==> src/rtl/spp_pkg.sv <==
package spp_pkg;
  // Strobes from control to datapath, one cycle wide each.
  typedef struct packed {
    logic shift;      // take one serial bit
    logic loadRef;    // accept reference word
    logic loadDiv;    // accept divider word
    logic rejectRef;  // refuse reference word (ratio too small)
  } progStrobe_t;
endpackage

==> src/rtl/spp_sync.sv <==
module spp_sync #(
  parameter int WIDTH  = 3,
  parameter int STAGES = 2
) (
  input  logic             clk,
  input  logic             rst_n,
  input  logic [WIDTH-1:0] din,
  output logic [WIDTH-1:0] dout
);
  logic [WIDTH-1:0] stage [STAGES];

  always_ff @(posedge clk or negedge rst_n) begin
    if (!rst_n) stage[0] <= '0;
    else        stage[0] <= din;
  end

  for (genvar s = 1; s < STAGES; s++) begin : g_chain
    always_ff @(posedge clk or negedge rst_n) begin
      if (!rst_n) stage[s] <= '0;
      else        stage[s] <= stage[s-1];
    end
  end

  assign dout = stage[STAGES-1];
endmodule

==> src/rtl/spp_ctrl.sv <==
module spp_ctrl
  import spp_pkg::*;
#(
  parameter int REF_W       = 14,
  parameter int REF_MIN     = 5,
  parameter int SYNC_STAGES = 2
) (
  input  logic             clk,
  input  logic             rst_n,
  input  logic             serClk,
  input  logic             serData,
  input  logic             loadEn,
  input  logic             ctrlBit,
  input  logic [REF_W-1:0] candRatio,
  output progStrobe_t      strb,
  output logic             dataBit
);
  localparam logic [REF_W-1:0] REF_MIN_V = REF_W'(REF_MIN);

  logic [2:0] syncd;
  logic clkPrev, lePrev;
  logic clkRise, leRise, ratioOk;

  spp_sync #(.WIDTH(3), .STAGES(SYNC_STAGES)) u_sync (
    .clk  (clk),
    .rst_n(rst_n),
    .din  ({serClk, serData, loadEn}),
    .dout (syncd)
  );

  always_ff @(posedge clk or negedge rst_n) begin
    if (!rst_n) begin
      clkPrev <= 1'b0;
      lePrev  <= 1'b0;
    end else begin
      clkPrev <= syncd[2];
      lePrev  <= syncd[0];
    end
  end

  assign clkRise = syncd[2] & ~clkPrev;
  assign leRise  = syncd[0] & ~lePrev;
  assign dataBit = syncd[1];
  assign ratioOk = (candRatio >= REF_MIN_V);

  always_comb begin
    strb           = '0;
    strb.shift     = clkRise;
    strb.loadRef   = leRise &  ctrlBit &  ratioOk;
    strb.rejectRef = leRise &  ctrlBit & ~ratioOk;
    strb.loadDiv   = leRise & ~ctrlBit;
  end

  AST_LOAD_ONE_SHOT: assert property (@(posedge clk) disable iff (!rst_n)
    leRise |=> !leRise);
  AST_ONE_DEST: assert property (@(posedge clk) disable iff (!rst_n)
    $onehot0({strb.loadRef, strb.loadDiv, strb.rejectRef}));
endmodule

==> src/rtl/spp_datapath.sv <==
module spp_datapath
  import spp_pkg::*;
#(
  parameter int REF_W    = 14,
  parameter int SWAL_W   = 7,
  parameter int MAIN_W   = 11,
  parameter int REF_MIN  = 5,
  parameter int MAIN_MIN = 5
) (
  input  logic              clk,
  input  logic              rst_n,
  input  progStrobe_t       strb,
  input  logic              dataBit,
  output logic              ctrlBit,
  output logic [REF_W-1:0]  candRatio,
  output logic [REF_W-1:0]  refRatio,
  output logic              prescSmall,
  output logic              phasePol,
  output logic              monSel,
  output logic [SWAL_W-1:0] swallowCnt,
  output logic [MAIN_W-1:0] mainCnt,
  output logic              refError
);
  localparam int REF_WORD  = REF_W + 4;
  localparam int DIV_WORD  = SWAL_W + MAIN_W + 1;
  localparam int SR_W      = (REF_WORD > DIV_WORD) ? REF_WORD : DIV_WORD;
  localparam int PS_POS    = REF_W + 1;
  localparam int POL_POS   = REF_W + 2;
  localparam int MON_POS   = REF_W + 3;
  localparam int MAIN_LO   = SWAL_W + 1;
  localparam logic [REF_W-1:0]  REF_MIN_V  = REF_W'(REF_MIN);
  localparam logic [MAIN_W-1:0] MAIN_MIN_V = MAIN_W'(MAIN_MIN);

  logic [SR_W-1:0] shiftReg;

  always_ff @(posedge clk or negedge rst_n) begin
    if (!rst_n)          shiftReg <= '0;
    else if (strb.shift) shiftReg <= {shiftReg[SR_W-2:0], dataBit};
  end

  assign ctrlBit   = shiftReg[0];
  assign candRatio = shiftReg[REF_W:1];

  // Reference register: only the low REF_WORD bits are used.
  always_ff @(posedge clk or negedge rst_n) begin
    if (!rst_n) begin
      refRatio   <= REF_MIN_V;
      prescSmall <= 1'b0;
      phasePol   <= 1'b1;
      monSel     <= 1'b0;
    end else if (strb.loadRef) begin
      refRatio   <= shiftReg[REF_W:1];
      prescSmall <= shiftReg[PS_POS];
      phasePol   <= shiftReg[POL_POS];
      monSel     <= shiftReg[MON_POS];
    end
  end

  always_ff @(posedge clk or negedge rst_n) begin
    if (!rst_n) begin
      swallowCnt <= '0;
      mainCnt    <= MAIN_MIN_V;
    end else if (strb.loadDiv) begin
      swallowCnt <= shiftReg[SWAL_W:1];
      mainCnt    <= shiftReg[DIV_WORD-1:MAIN_LO];
    end
  end

  always_ff @(posedge clk or negedge rst_n) begin
    if (!rst_n)              refError <= 1'b0;
    else if (strb.rejectRef) refError <= 1'b1;
    else if (strb.loadRef)   refError <= 1'b0;
  end

  AST_REF_FLOOR: assert property (@(posedge clk) disable iff (!rst_n)
    refRatio >= REF_MIN_V);
  AST_REF_HOLD: assert property (@(posedge clk) disable iff (!rst_n)
    !strb.loadRef |=> $stable({refRatio, prescSmall, phasePol, monSel}));
  AST_DIV_HOLD: assert property (@(posedge clk) disable iff (!rst_n)
    !strb.loadDiv |=> $stable({swallowCnt, mainCnt}));
  AST_ERR_SET: assert property (@(posedge clk) disable iff (!rst_n)
    strb.rejectRef |=> refError);
  AST_ERR_DIV_KEEP: assert property (@(posedge clk) disable iff (!rst_n)
    strb.loadDiv |=> $stable(refError));
endmodule

==> src/rtl/serial_prog_port.sv <==
module serial_prog_port
  import spp_pkg::*;
#(
  parameter int REF_W       = 14,
  parameter int SWAL_W      = 7,
  parameter int MAIN_W      = 11,
  parameter int REF_MIN     = 5,
  parameter int MAIN_MIN    = 5,
  parameter int SYNC_STAGES = 2
) (
  input  logic              clk,
  input  logic              rst_n,
  input  logic              serClk,
  input  logic              serData,
  input  logic              loadEn,
  output logic [REF_W-1:0]  refRatio,
  output logic              prescSmall,
  output logic              phasePol,
  output logic              monSel,
  output logic [SWAL_W-1:0] swallowCnt,
  output logic [MAIN_W-1:0] mainCnt,
  output logic              refError
);
  progStrobe_t      strb;
  logic             dataBit;
  logic             ctrlBit;
  logic [REF_W-1:0] candRatio;

  spp_ctrl #(.REF_W(REF_W), .REF_MIN(REF_MIN), .SYNC_STAGES(SYNC_STAGES)) u_ctrl (
    .clk      (clk),
    .rst_n    (rst_n),
    .serClk   (serClk),
    .serData  (serData),
    .loadEn   (loadEn),
    .ctrlBit  (ctrlBit),
    .candRatio(candRatio),
    .strb     (strb),
    .dataBit  (dataBit)
  );

  spp_datapath #(.REF_W(REF_W), .SWAL_W(SWAL_W), .MAIN_W(MAIN_W),
                 .REF_MIN(REF_MIN), .MAIN_MIN(MAIN_MIN)) u_dp (
    .clk       (clk),
    .rst_n     (rst_n),
    .strb      (strb),
    .dataBit   (dataBit),
    .ctrlBit   (ctrlBit),
    .candRatio (candRatio),
    .refRatio  (refRatio),
    .prescSmall(prescSmall),
    .phasePol  (phasePol),
    .monSel    (monSel),
    .swallowCnt(swallowCnt),
    .mainCnt   (mainCnt),
    .refError  (refError)
  );
endmodule

==> config.mk <==
export PLATFORM = sky130hd
export DESIGN_NAME = serial_prog_port
export DESIGN_NICKNAME = d
export VERILOG_FILES = /design/src/rtl/spp_pkg.sv /design/src/rtl/spp_sync.sv /design/src/rtl/spp_ctrl.sv /design/src/rtl/spp_datapath.sv /design/src/rtl/serial_prog_port.sv
export SDC_FILE = /design/constraint.sdc
export NUM_CORES = 1
export LEC_CHECK = 0
export CORE_ASPECT_RATIO = 0.5
export CORE_MARGIN = 10
export CORE_UTILIZATION = 35
export DETAILED_ROUTE_END_ITERATION = 12
export DONT_BUFFER_PORTS = 1
export SLEW_MARGIN = 40
export SYNTH_ARGS = -nofsm -noshare
export SYNTH_HDL_FRONTEND = slang
export SYNTH_SLANG_ARGS = --single-unit
==> constraint.sdc <==
create_clock -name clk -period 1.4 [get_ports clk]
set_input_delay 0.21 -clock clk [delete_from_list [all_inputs] [get_ports clk]]
set_output_delay 0.21 -clock clk [all_outputs]
set_load 0.02 [all_outputs]
==> out/results.tsv <==
metric	value	unit
Final Max Slew Viols	0	
WP data required	1.60	ns
unrepaired setup endpoints after global routing	true	
worst setup margin	-0.2495	ns
Ys Warns	0	
largest net degree at the start of global routing	64	
num ports	41	
# fillers	526	
CP arrival	1.85	ns
Max Clk Rate	606.2	MHz
failing checks	negative hold slack, negative setup slack	
Int Power	0.004691	W
Initial Utilization	0.3733	
Post-Syn Nets	139	
Hold-fix buffers, CTS	3	
synthesized-area fraction occupied by adder cells	0	
actual slew at the worst max-slew pin	0.2506	ns
Leak Pwr	1.413	nW
switch share	0.3058	
Tmin final	1.650	ns
drt wl/cell	16.97	µm
Post-Route WL	4.379	mm
crit share post-route	1.178	
area fraction of the dominant cell type after synthesis	0.6190	
Clock Latency Late Sink	0.31	ns
Initial DRC Count	52	
combinational share of power	0.188	
initial antenna violation count	0	
Synth Area in XOR/XNOR	0	
Post-Syn Area	2345	µm²
row count	20	
Vias	1163	
Vias/cell	4.508	
Slew headroom	0.8315	
library cells used by synthesis	16	
DRC	0	
pwr/cell area	2276	nW/µm²
main combinational cell family by area after synthesis	multiplexers	
die area	10570	µm²
outcome	finished, violations left	
H-tree Lvls	3	
commonest non-fill, non-tap cell in the layout	dfrtp_1	
crit path max fanout	5	
PortBufs	0	
die width	135.8	µm
first-pass GRT wire length	7.093	mm
Detail Placement HPWL	3.110	mm
Max IR drop VDD	0.8937	mV
Pwr Total	0.006757	W
drt pass-1 iters	4	
setup violators final	17	
Synth Register Bits	63	
Seq pwr share	0.500	
grt ovf	0	
die extent in y	77.88	µm
sequential cell area fraction in the yosys report	0.6750	
Worst-path clk slew	0.05	ns
Core Area	6281	µm²
Clock Path Buffers	2	
CP Capture Type	flop	
WS Path Type	reg -> reg	
most frequent cells in the layout	dfrtp_1 (58), mux2_2 (38), buf_4 (19)	
P&R area growth vs syn	26.63	%
P_sw	0.002066	W
CTS tree	built	
clk sink count	63	
Max Cap Viol	0	
clk_skew	0.007468	ns
post-layout util	0.4727	
number of buffers created by CTS	9	
Compound-Gate Fraction of Synth Area	0.004269	
cells after synthesis	134	
Antenna Nets Post-Route	0	
HP Class	in -> async	
RD Place Congestion	0.7159	
Startpoint Class	flop	
hold_ws	-0.4093	ns
Avg Inst Size Synth	17.50	µm²
Area contributors post-synth	dfrtp_1 (62%), mux2_2 (21%), mux2_4 (6.4%)	
mux contribution to synthesized area	0.2753	
Clk pwr share	0.312	
Place WS	-0.3274	ns
Total GRT Usage	0.08617	
ANT cells	0	
CTS Root Cell	clkbuf_16	
simple-gate share of the synthesized area	0.02348	
final-report hold violation count	63	
nets@finish	170	
vias in the first global route	1238	
layout cells sized above 1	0.6059	
Synth area leader	dfrtp_1	
## stage by stage
step           TNS, ns  hold WS [ns]  cells  cell area (µm²)
2_1_floorplan   -1.650      -0.08559    134             2347
3_3_place_gp    -3.934      -0.08368    238             2576
3_5_place_dp    -5.205      -0.08363    238             2576
4_1_cts         -4.497       -0.4240    258             2910
5_1_grt         -5.741       -0.4347    258             2969
6_report        -3.936       -0.4093    258             2969
## synthesized netlist by cell type
| library cell | count |
|---|---|
| o21ai_0 | 2 |
| nand3b_1 | 1 |
| nor3b_1 | 1 |
| buf_12 | 1 |
| buf_2 | 4 |
| nor4_1 | 2 |
| nand2_1 | 1 |
| nor2b_1 | 1 |
| dfrtp_1 | 58 |
| dfstp_2 | 5 |
| nor3_1 | 1 |
| mux2_2 | 44 |
| nand2b_1 | 1 |
| mux2_4 | 10 |
| buf_6 | 1 |
| nand4_1 | 1 |
## worst max-delay path: stages, from the launching register on
cell      delay [ns]
dfrtp_1         0.39
nor4_2          0.31
nand4_1         0.22
nand2b_4        0.16
buf_6           0.15
mux2_4          0.30
## flip-flops by register name (all words and copies together) (netlist names)
signal               count
u_dp.shiftReg           19
u_ctrl.lePrev            1
u_dp.refRatio           14
u_dp.refError            1
u_ctrl.u_sync.stage      3
u_dp.mainCnt            11
u_dp.monSel              1
u_dp.swallowCnt          7
u_ctrl.u_sync.dout       3
u_ctrl.clkPrev           1
u_dp.prescSmall          1
u_dp.phasePol            1
## per-layer routing
metal / vias to the layer above / part of all wire / track usage
met1: 596 / 0.46 / 0.1060
met5: - / 0 / 0
met3: 2 / 0.077 / 0.05141
li1: 547 / - / -
met2: 18 / 0.46 / 0.1207
met4: 0 / 0.0043 / 0.03205
## path summary, 6_finish.rpt
kind / slack [ns] / start / cells after the start / endpoint
hold / removal: -0.41 / rst_n / 0 / u_dp.swallowCnt[0]$_DFFE_PN0P_
max in group asynchronous: 1.61 / rst_n / 0 / u_dp.mainCnt[0]$_DFFE_PN1P_
hold reg to reg: 0.35 / u_ctrl.u_sync.stage[5]$_DFF_PN0_ / 0 / u_ctrl.u_sync.dout[2]$_DFF_PN0_
setup / recovery: -0.25 / u_dp.shiftReg[11]$_DFFE_PN0P_ / 5 / u_dp.refRatio[12]$_DFFE_PN0P_
min in group clk: 0.35 / u_ctrl.u_sync.stage[5]$_DFF_PN0_ / 0 / u_ctrl.u_sync.dout[2]$_DFF_PN0_
setup reg to reg: -0.25 / u_dp.shiftReg[11]$_DFFE_PN0P_ / 5 / u_dp.refRatio[12]$_DFFE_PN0P_
## power groups by stage
| stage | clock [W] | sequential [W] | combinational, W |
|---|---|---|---|
| floorplan | 0 | 0.00331 | 0.000726 |
| global placement | 0 | 0.00342 | 0.00118 |
| detailed placement | 0 | 0.00342 | 0.00121 |
| CTS | 0.00217 | 0.00341 | 0.00124 |
| global route | 0.00225 | 0.00349 | 0.00138 |
| finish | 0.00211 | 0.00338 | 0.00127 |
## cell families after synthesis
group / count (synthesis)
AOI/OAI and AO/OA: 2
and+or+nand+nor: 9
muxes: 54
buffers and inverters: 6
DFF: 63
## final cells by class
class                   count  area (µm²)  area share
repair buffers             26       221.5     0.07459
clock inverters             6       61.31     0.02065
well taps                  88       110.1     0.03708
clock buffers              10       229.0     0.07712
multi-input cells          65       764.5      0.2575
flip-flops and latches     63        1583      0.5331
## timing repair
item / 4_1_cts / 5_1_grt
endpoints found under the setup margin: 17 / 18
setup buffers: 1 / 1
gates resized for setup: 1 / 15
pin swaps: 1 / 3
endpoints found under the hold margin: 66 / 63
Note: power is estimated with default switching activity, not from simulation.
